<file path="src/rtl/mapperPkg.sv">
package mapperPkg;

  localparam int NumBanks  = 8;
  localparam int IdxW      = $clog2(NumBanks);
  localparam int BankValW  = 6;
  localparam int PrgBankW  = 4;
  localparam int PrgFullW  = PrgBankW + 13;
  localparam int ChrFullW  = BankValW + 10;

  typedef enum logic [1:0] {
    MIR_HORZ  = 2'd0,
    MIR_VERT  = 2'd1,
    MIR_FOUR  = 2'd2,
    MIR_FOUR2 = 2'd3
  } mirrorT;

  typedef struct packed {
    logic       selWr;
    logic       dataWr;
    logic [7:0] wrData;
  } regStrobeT;

endpackage

</file>
<file path="src/rtl/mapperRegCtrl.sv">
module mapperRegCtrl
  import mapperPkg::*;
(
  input  logic [15:0] cpuAddr,
  input  logic [7:0]  cpuData,
  input  logic        cpuWrite,
  output regStrobeT   strobe
);

  logic inWindow;

  // Decode uses A15..A13 for the window and A0 for port choice
  assign inWindow = (cpuAddr[15:13] == 3'b100);

  always_comb begin
    strobe        = '0;
    strobe.wrData = cpuData;
    if (cpuWrite && inWindow) begin
      strobe.selWr  = ~cpuAddr[0];
      strobe.dataWr = cpuAddr[0];
    end
  end

endmodule

</file>
<file path="src/rtl/mapperBankRegs.sv">
module mapperBankRegs
  import mapperPkg::*;
(
  input  logic                               clk,
  input  logic                               rstN,
  input  regStrobeT                          strobe,
  output logic [IdxW-1:0]                    selIdx,
  output logic [NumBanks-1:0][BankValW-1:0]  banks
);

  always_ff @(posedge clk or negedge rstN) begin
    if (!rstN)              selIdx <= '0;
    else if (strobe.selWr)  selIdx <= strobe.wrData[IdxW-1:0];
  end

  for (genvar g = 0; g < NumBanks; g++) begin : g_bank
    always_ff @(posedge clk or negedge rstN) begin
      if (!rstN)
        banks[g] <= '0;
      else if (strobe.dataWr && (selIdx == IdxW'(g)))
        banks[g] <= strobe.wrData[BankValW-1:0];
    end
  end

endmodule

</file>
<file path="src/rtl/mapperXlate.sv">
module mapperXlate
  import mapperPkg::*;
#(
  parameter int PrgAw = 17,
  parameter int ChrAw = 16
) (
  input  logic [NumBanks-1:0][BankValW-1:0] banks,
  input  logic [15:0]                       cpuAddr,
  input  logic [13:0]                       ppuAddr,
  input  logic [1:0]                        mirrorMode,
  output logic [PrgAw-1:0]                  prgAddr,
  output logic                              prgSel,
  output logic [ChrAw-1:0]                  chrAddr,
  output logic                              chrSel,
  output logic                              ciramA10,
  output logic                              ciramSel,
  output logic                              cartVramSel
);

  logic [PrgBankW-1:0] prgBank;
  logic [PrgFullW-1:0] prgFull;
  logic [BankValW-1:0] chrBank;
  logic [ChrFullW-1:0] chrFull;
  logic                isNameTable;
  mirrorT              mode;

  // Program side: two switchable windows, two fixed at the top
  always_comb begin
    unique case (cpuAddr[14:13])
      2'b00:   prgBank = banks[6][PrgBankW-1:0];
      2'b01:   prgBank = banks[7][PrgBankW-1:0];
      2'b10:   prgBank = {{(PrgBankW-1){1'b1}}, 1'b0};
      default: prgBank = {PrgBankW{1'b1}};
    endcase
  end

  assign prgFull = {prgBank, cpuAddr[12:0]};
  assign prgAddr = prgFull[PrgAw-1:0];
  assign prgSel  = cpuAddr[15];

  // Character side: 2 KB pair below $1000, 1 KB quad above
  always_comb begin
    if (!ppuAddr[12]) begin
      chrBank = {banks[ppuAddr[11]][BankValW-1:1], ppuAddr[10]};
    end else begin
      chrBank = banks[{1'b0, ppuAddr[11:10]} + 3'd2];
    end
  end

  assign chrFull = {chrBank, ppuAddr[9:0]};
  assign chrAddr = chrFull[ChrAw-1:0];
  assign chrSel  = ~ppuAddr[13];

  // Fixed nametable routing
  assign isNameTable = ppuAddr[13];
  assign mode        = mirrorT'(mirrorMode);

  always_comb begin
    ciramA10    = ppuAddr[10];
    ciramSel    = 1'b0;
    cartVramSel = 1'b0;
    unique case (mode)
      MIR_HORZ: begin
        ciramA10 = ppuAddr[11];
        ciramSel = isNameTable;
      end
      MIR_VERT: begin
        ciramA10 = ppuAddr[10];
        ciramSel = isNameTable;
      end
      default: cartVramSel = isNameTable;
    endcase
  end

endmodule

</file>
<file path="src/rtl/bankMapper.sv">
module bankMapper
  import mapperPkg::*;
#(
  parameter int PrgAw = 17,
  parameter int ChrAw = 16
) (
  input  logic              clk,
  input  logic              rstN,
  input  logic [15:0]       cpuAddr,
  input  logic [7:0]        cpuData,
  input  logic              cpuWrite,
  input  logic [13:0]       ppuAddr,
  input  logic [1:0]        mirrorMode,
  output logic [PrgAw-1:0]  prgAddr,
  output logic              prgSel,
  output logic [ChrAw-1:0]  chrAddr,
  output logic              chrSel,
  output logic              ciramA10,
  output logic              ciramSel,
  output logic              cartVramSel
);

  if (PrgAw < 14 || PrgAw > PrgFullW) begin : g_badPrg
    $error("PrgAw out of range");
  end
  if (ChrAw < 10 || ChrAw > ChrFullW) begin : g_badChr
    $error("ChrAw out of range");
  end

  regStrobeT                          strobe;
  logic [IdxW-1:0]                    selIdx;
  logic [NumBanks-1:0][BankValW-1:0]  banks;

  mapperRegCtrl i_ctrl (
    .cpuAddr (cpuAddr),
    .cpuData (cpuData),
    .cpuWrite(cpuWrite),
    .strobe  (strobe)
  );

  mapperBankRegs i_regs (
    .clk   (clk),
    .rstN  (rstN),
    .strobe(strobe),
    .selIdx(selIdx),
    .banks (banks)
  );

  mapperXlate #(.PrgAw(PrgAw), .ChrAw(ChrAw)) i_xlate (
    .banks      (banks),
    .cpuAddr    (cpuAddr),
    .ppuAddr    (ppuAddr),
    .mirrorMode (mirrorMode),
    .prgAddr    (prgAddr),
    .prgSel     (prgSel),
    .chrAddr    (chrAddr),
    .chrSel     (chrSel),
    .ciramA10   (ciramA10),
    .ciramSel   (ciramSel),
    .cartVramSel(cartVramSel)
  );

endmodule

</file>
<file path="config.mk">
export PLATFORM = sky130hd
export DESIGN_NAME = bankMapper
export DESIGN_NICKNAME = d
export VERILOG_FILES = /design/src/rtl/mapperPkg.sv /design/src/rtl/mapperRegCtrl.sv /design/src/rtl/mapperBankRegs.sv /design/src/rtl/mapperXlate.sv /design/src/rtl/bankMapper.sv
export SDC_FILE = /design/constraint.sdc
export NUM_CORES = 1
export LEC_CHECK = 0
export BUFFER_PORTS_ARGS = -buffer_cell sky130_fd_sc_hd__buf_2
export CORE_UTILIZATION = 40
export DETAILED_ROUTE_END_ITERATION = 8
export PLACE_DENSITY = 0.68
export SYNTH_ARGS = -nofsm -noshare
export SYNTH_HDL_FRONTEND = slang
export SYNTH_SLANG_ARGS = --single-unit
</file>
<file path="constraint.sdc">
create_clock -name clk -period 4.1 [get_ports clk]
set_input_delay 0.82 -clock clk [delete_from_list [all_inputs] [get_ports clk]]
set_output_delay 0.82 -clock clk [all_outputs]
set_load 0.02 [all_outputs]
</file>
Yosys cells after proc, flatten, opt, wreduce, memory -nomap -nowiden:

Cells that the tools add are included.

* flip-flop bits (word level): 51
* logic and storage cells: 48
* output and inout bits: 38

* $lt $le $gt $ge: 2
* $add $sub $neg: 1
* reduce and logical (&&, ||, !) cells: 13
* multiplexer cells: 10
* eq/ne operators: 11
* bitwise logic cells: 2

Operators by type and width (count)
* 2-to-1 mux 6 bit: 4
* binary-select mux 6 bit (select 3 bit): 1
* equality test 3 bit, second input constant: 5
* case mux 4 bit (3 select lines): 1
* logical AND 1 bit: 9
* equality test 3 x 2 -> 1 bit, second input constant: 2
* equality test 2 x 1 -> 1 bit, second input constant: 2
* logical NOT 2 bit: 2
* < comparator 1 x 4 -> 1 bit, second input constant: 1
* < comparator 3 x 4 -> 1 bit, second input constant: 1
* adder 2 x 2 -> 3 bit, second input constant: 1
* equality test 3 x 1 -> 1 bit, second input constant: 1
* logical NOT 3 bit: 1
* 2-to-1 mux 1 bit: 3
* equality test 2 bit, second input constant: 1
* 2-to-1 mux 2 bit: 1
* inverter 1 bit: 2
* OR reduction 2 bit: 1

Longest topological paths before layout:

* depth after elaboration: 4
* depth in mapped cells: 5
* depth with buffers taken out: 3

Cells and area by module:

From an unflattened synthesis, not the netlist that was laid out.

* cells, all modules: 189
* area, all modules: 2637.5 um^2

Modules (own cells, without submodules)
* mapperBankRegs: instances 1, area each 1980.6 um^2, cells each 117
* mapperXlate: instances 1, area each 574.3 um^2, cells each 61
* mapperRegCtrl: instances 1, area each 82.6 um^2, cells each 11

Worst setup path before layout:

OpenSTA, ideal clock, no wires.

* path type: input-to-output
* start: input port ppuAddr[11]
* end: output port chrAddr[13]
* arrival: 1887 ps
* data required time: 3280 ps
* stages on the path: 5
* buffers on the path: 2
* path slack: 1393 ps
* cells stage by stage: buf_2 buf_2 mux2_2 o22ai_1 a31oi_1

* longest elaborated chain between the ends: 4

Ends and longest elaborated chain
* from (decl): line bankMapper.sv:12 `input logic [13:0] ppuAddr,`
* adder 2 x 2 -> 3 bit: line mapperXlate.sv:46 `chrBank = banks[{1'b0, ppuAddr[11:10]} + 3'd2];`
* binary-select mux 6 bit (select 3 bit): line mapperXlate.sv:46
* 2-to-1 mux 6 bit (implied by the code): line mapperXlate.sv:46
* 2-to-1 mux 6 bit (*): line mapperXlate.sv:43 `if (!ppuAddr[12]) begin`
* to (decl): line bankMapper.sv:16 `output logic [ChrAw-1:0] chrAddr,`

Mark *: on every way between the ends. The rest lies on a longest branch, timed or not. The select of a mux whose other input is x is not followed.

Worst setup path in the final report:

* start: input port ppuAddr[11]
* end: output port chrAddr[12]

The elaborated chain is that of the path after synthesis.

==> metrics <==
Synth area leaders dfrtp_1, mux2_2, buf_4; Core ar. 5610 µm²; Die Y 78.8 µm; via/cell ratio 5.22; Startpoint Class input pin; Yosys top cell area share 47.7%; post-route ant nets 0; Yosys reg bits 45; initial antenna violation count 0; clk_lat worst skew about 0.30 ns; CP top delay family buffers and inverters; Seq/Total Area, Yosys ~48%; GPL Wtd Cong just over 0.7; Final Util between 40 and 50%; crit end category output pin; DP HPWL 3.04 mm; All-Layer GR Usage 16.0%; first-pass GRT wire length 7.55 mm; Setup Buffers After CTS 0; number of global-route vias before repair 1455; fmax 351 MHz; PD cells 424 nW/µm²; RSZ-0062 raised after global routing no; Critical Path RT roughly 3.3 ns; Max Cap Viol 0; worst-path cell chain buf_2 -> mux2_2 -> o22ai_1 -> a31oi_1 -> buf_2; register area 1130 µm²; Synth Warn # 0; Rel. slew slack ~34%; DIE AREA 6210 µm²; most frequent CP cell buf_2; crit path max fanout 18; Peak VDD IR roughly 0.13 mV; Bufs and invs on worst path 2; # clock sinks 45; cts-stage hold buffer count 0; min cycle time layout 2.85 ns; Slew @ Worst Pin 0.984 ns; clk_skew 0.00329 ns; P&R area growth vs syn 7.11%; final net count 235; area leader, netlist dfrtp_1; Net Count, Synth 223; Crit-path slowest cell mux2_2; syn_area_per_cell 13.1 µm²; mapped cell area 2360 µm²; final setup violation count 0; Setup TNS 0 ns; wire per inst ~17 µm; Diodes inserted 0; CTS Buffer Depth 2; IO buf count 34; post-synth cell types 26; endpoints failing hold 0; Die Wd 78.8 µm; largest net degree at the start of global routing 46; Leak 1.27 nW; DR vias 1384; Starting Density a little over two fifths; CTS tree built; Mapped Cells 180; # DRC 0; grt ovf 0; crit path DAT 2.03 ns; max incr delay on CP 0.39 ns; post-cts sizing count 0; First-pass DRT Iterations 4; Tightest Hold Check Type reg2reg; I/O pins 81; status complete, no violations; CTS clk-pin slew, worst paths ~0.080 ns; multi-input logic area 1020 µm²; initial DRC count 55; final period utilization 69.4%; Crit Path Class in2out; Slew Limit Fails 0; root buf cell clkbuf_8; htree depth 2; drt total wl 4.46 mm; CTS Buf Count 5; row cnt 27; fill cell count 545; layout cell share with drive strength beyond 1 53.9%
-- state kept, by name (all words and copies together), names as in the netlist --
signal	cells
i_regs.banks	42
i_regs.selIdx	3
-- logic make-up (layout without fill, tap and decap cells) --
| logic type | count (synthesis) | in the layout | share of synthesized area [%] |
|---|---|---|---|
| AO/OA/AOI/OAI | 15 | 15 | 4.35 |
| buffers and inverters | 31 | 44 | 9.18 |
| flip-flops | 45 | 45 | 47.7 |
| multiplexers | 63 | 63 | 29.7 |
| AND/OR/NAND/NOR | 26 | 26 | 9.02 |
-- stage by stage --
stage | total power, mW | hold slack, ns | area, µm² | cells | setup WS [ns]
global placement | 0.726 | 0.483 | 2410 | 257 | 1.23
floorplan | 0.701 | 0.473 | 2360 | 180 | 1.39
CTS | 1.08 | 0.509 | 2530 | 265 | 1.25
detailed placement | 0.733 | 0.491 | 2410 | 257 | 1.25
finish | 1.07 | 0.505 | 2530 | 265 | 1.25
global route | 1.12 | 0.519 | 2530 | 265 | 1.18
-- report_power, final --
group | internal, mW | total (mW) | switching (mW)
registers | 0.501 | 0.536 | 0.0349
logic | 0.0940 | 0.187 | 0.0927
clock network | 0.199 | 0.348 | 0.149
-- final timing paths --
check / cells after the start / slack [ns] / end / from
worst max register to register: 3 / 2.50 / i_regs.banks[4]$_DFFE_PN0P_ / i_regs.selIdx[2]$_DFFE_PN0P_
max in group asynchronous: 1 / 2.82 / i_regs.banks[45]$_DFFE_PN0P_ / rstN
worst min register to register: 1 / 0.51 / i_regs.banks[37]$_DFFE_PN0P_ / i_regs.banks[37]$_DFFE_PN0P_
worst max-delay path: 5 / 1.25 / chrAddr[12] / ppuAddr[11]
min in group asynchronous: 1 / 0.68 / i_regs.banks[22]$_DFFE_PN0P_ / rstN
worst min-delay path: 1 / 0.51 / i_regs.banks[37]$_DFFE_PN0P_ / i_regs.banks[37]$_DFFE_PN0P_
-- cell usage after synthesis --
master,number
nor2b_1,4
nand4bb_4,1
nand2_1,3
nor3_4,2
nand3_2,2
inv_1,2
and4bb_4,1
buf_4,26
mux2_2,56
nand3_1,3
and2_1,1
nand2b_1,1
o2bb2ai_1,1
nor3b_1,1
clkbuf_1,1
o21ai_0,1
and4_1,1
o22ai_1,5
a211o_1,3
buf_2,2
and3b_1,1
nor2_1,4
nand4_2,1
dfrtp_1,45
a31oi_1,5
mux2i_1,7
-- cells in the final DEF (no fill, tap or decap), types with 2 or more instances in the layout --
cell,synthesis,routed
inv_1,2,2
nor2b_1,4,4
a31oi_1,5,5
mux2_2,56,56
mux2i_1,7,7
buf_2,2,34
nor2_1,4,4
nand3_1,3,3
dfrtp_1,45,45
clkbuf_8,0,6
nand3_2,2,2
a211o_1,3,3
nor3_4,2,2
o22ai_1,5,5
nand2_1,3,3
-- cell type report --
cell class	instances	area share, %
Multi-Input combinational cell	104	40.2
Clock buffer	7	3.42
Tap cell	72	3.57
Inverter	2	0.297
Sequential cell	45	44.6
Timing Repair Buffer	34	6.74
Clock inverter	1	1.19
-- metal layers --
layer / part of all wire [%] / track usage, % / vias to the layer above / wire [µm]
met1: 44 / 21.0 / 701 / 1960
li1: - / - / 647 / -
met2: 49 / 25.0 / 28 / 2200
met5: 0 / 0 / - / 0
met4: 1.6 / 6.85 / 0 / 71
met3: 5.2 / 4.02 / 8 / 232
-- worst register-to-register path, cell delays in order, from the launching register on --
cell	delay [ns]
dfrtp_1	0.45
nor3b_1	0.35
nand3_1	0.33
mux2_2	0.37
(Power assumes the default switching activity.)
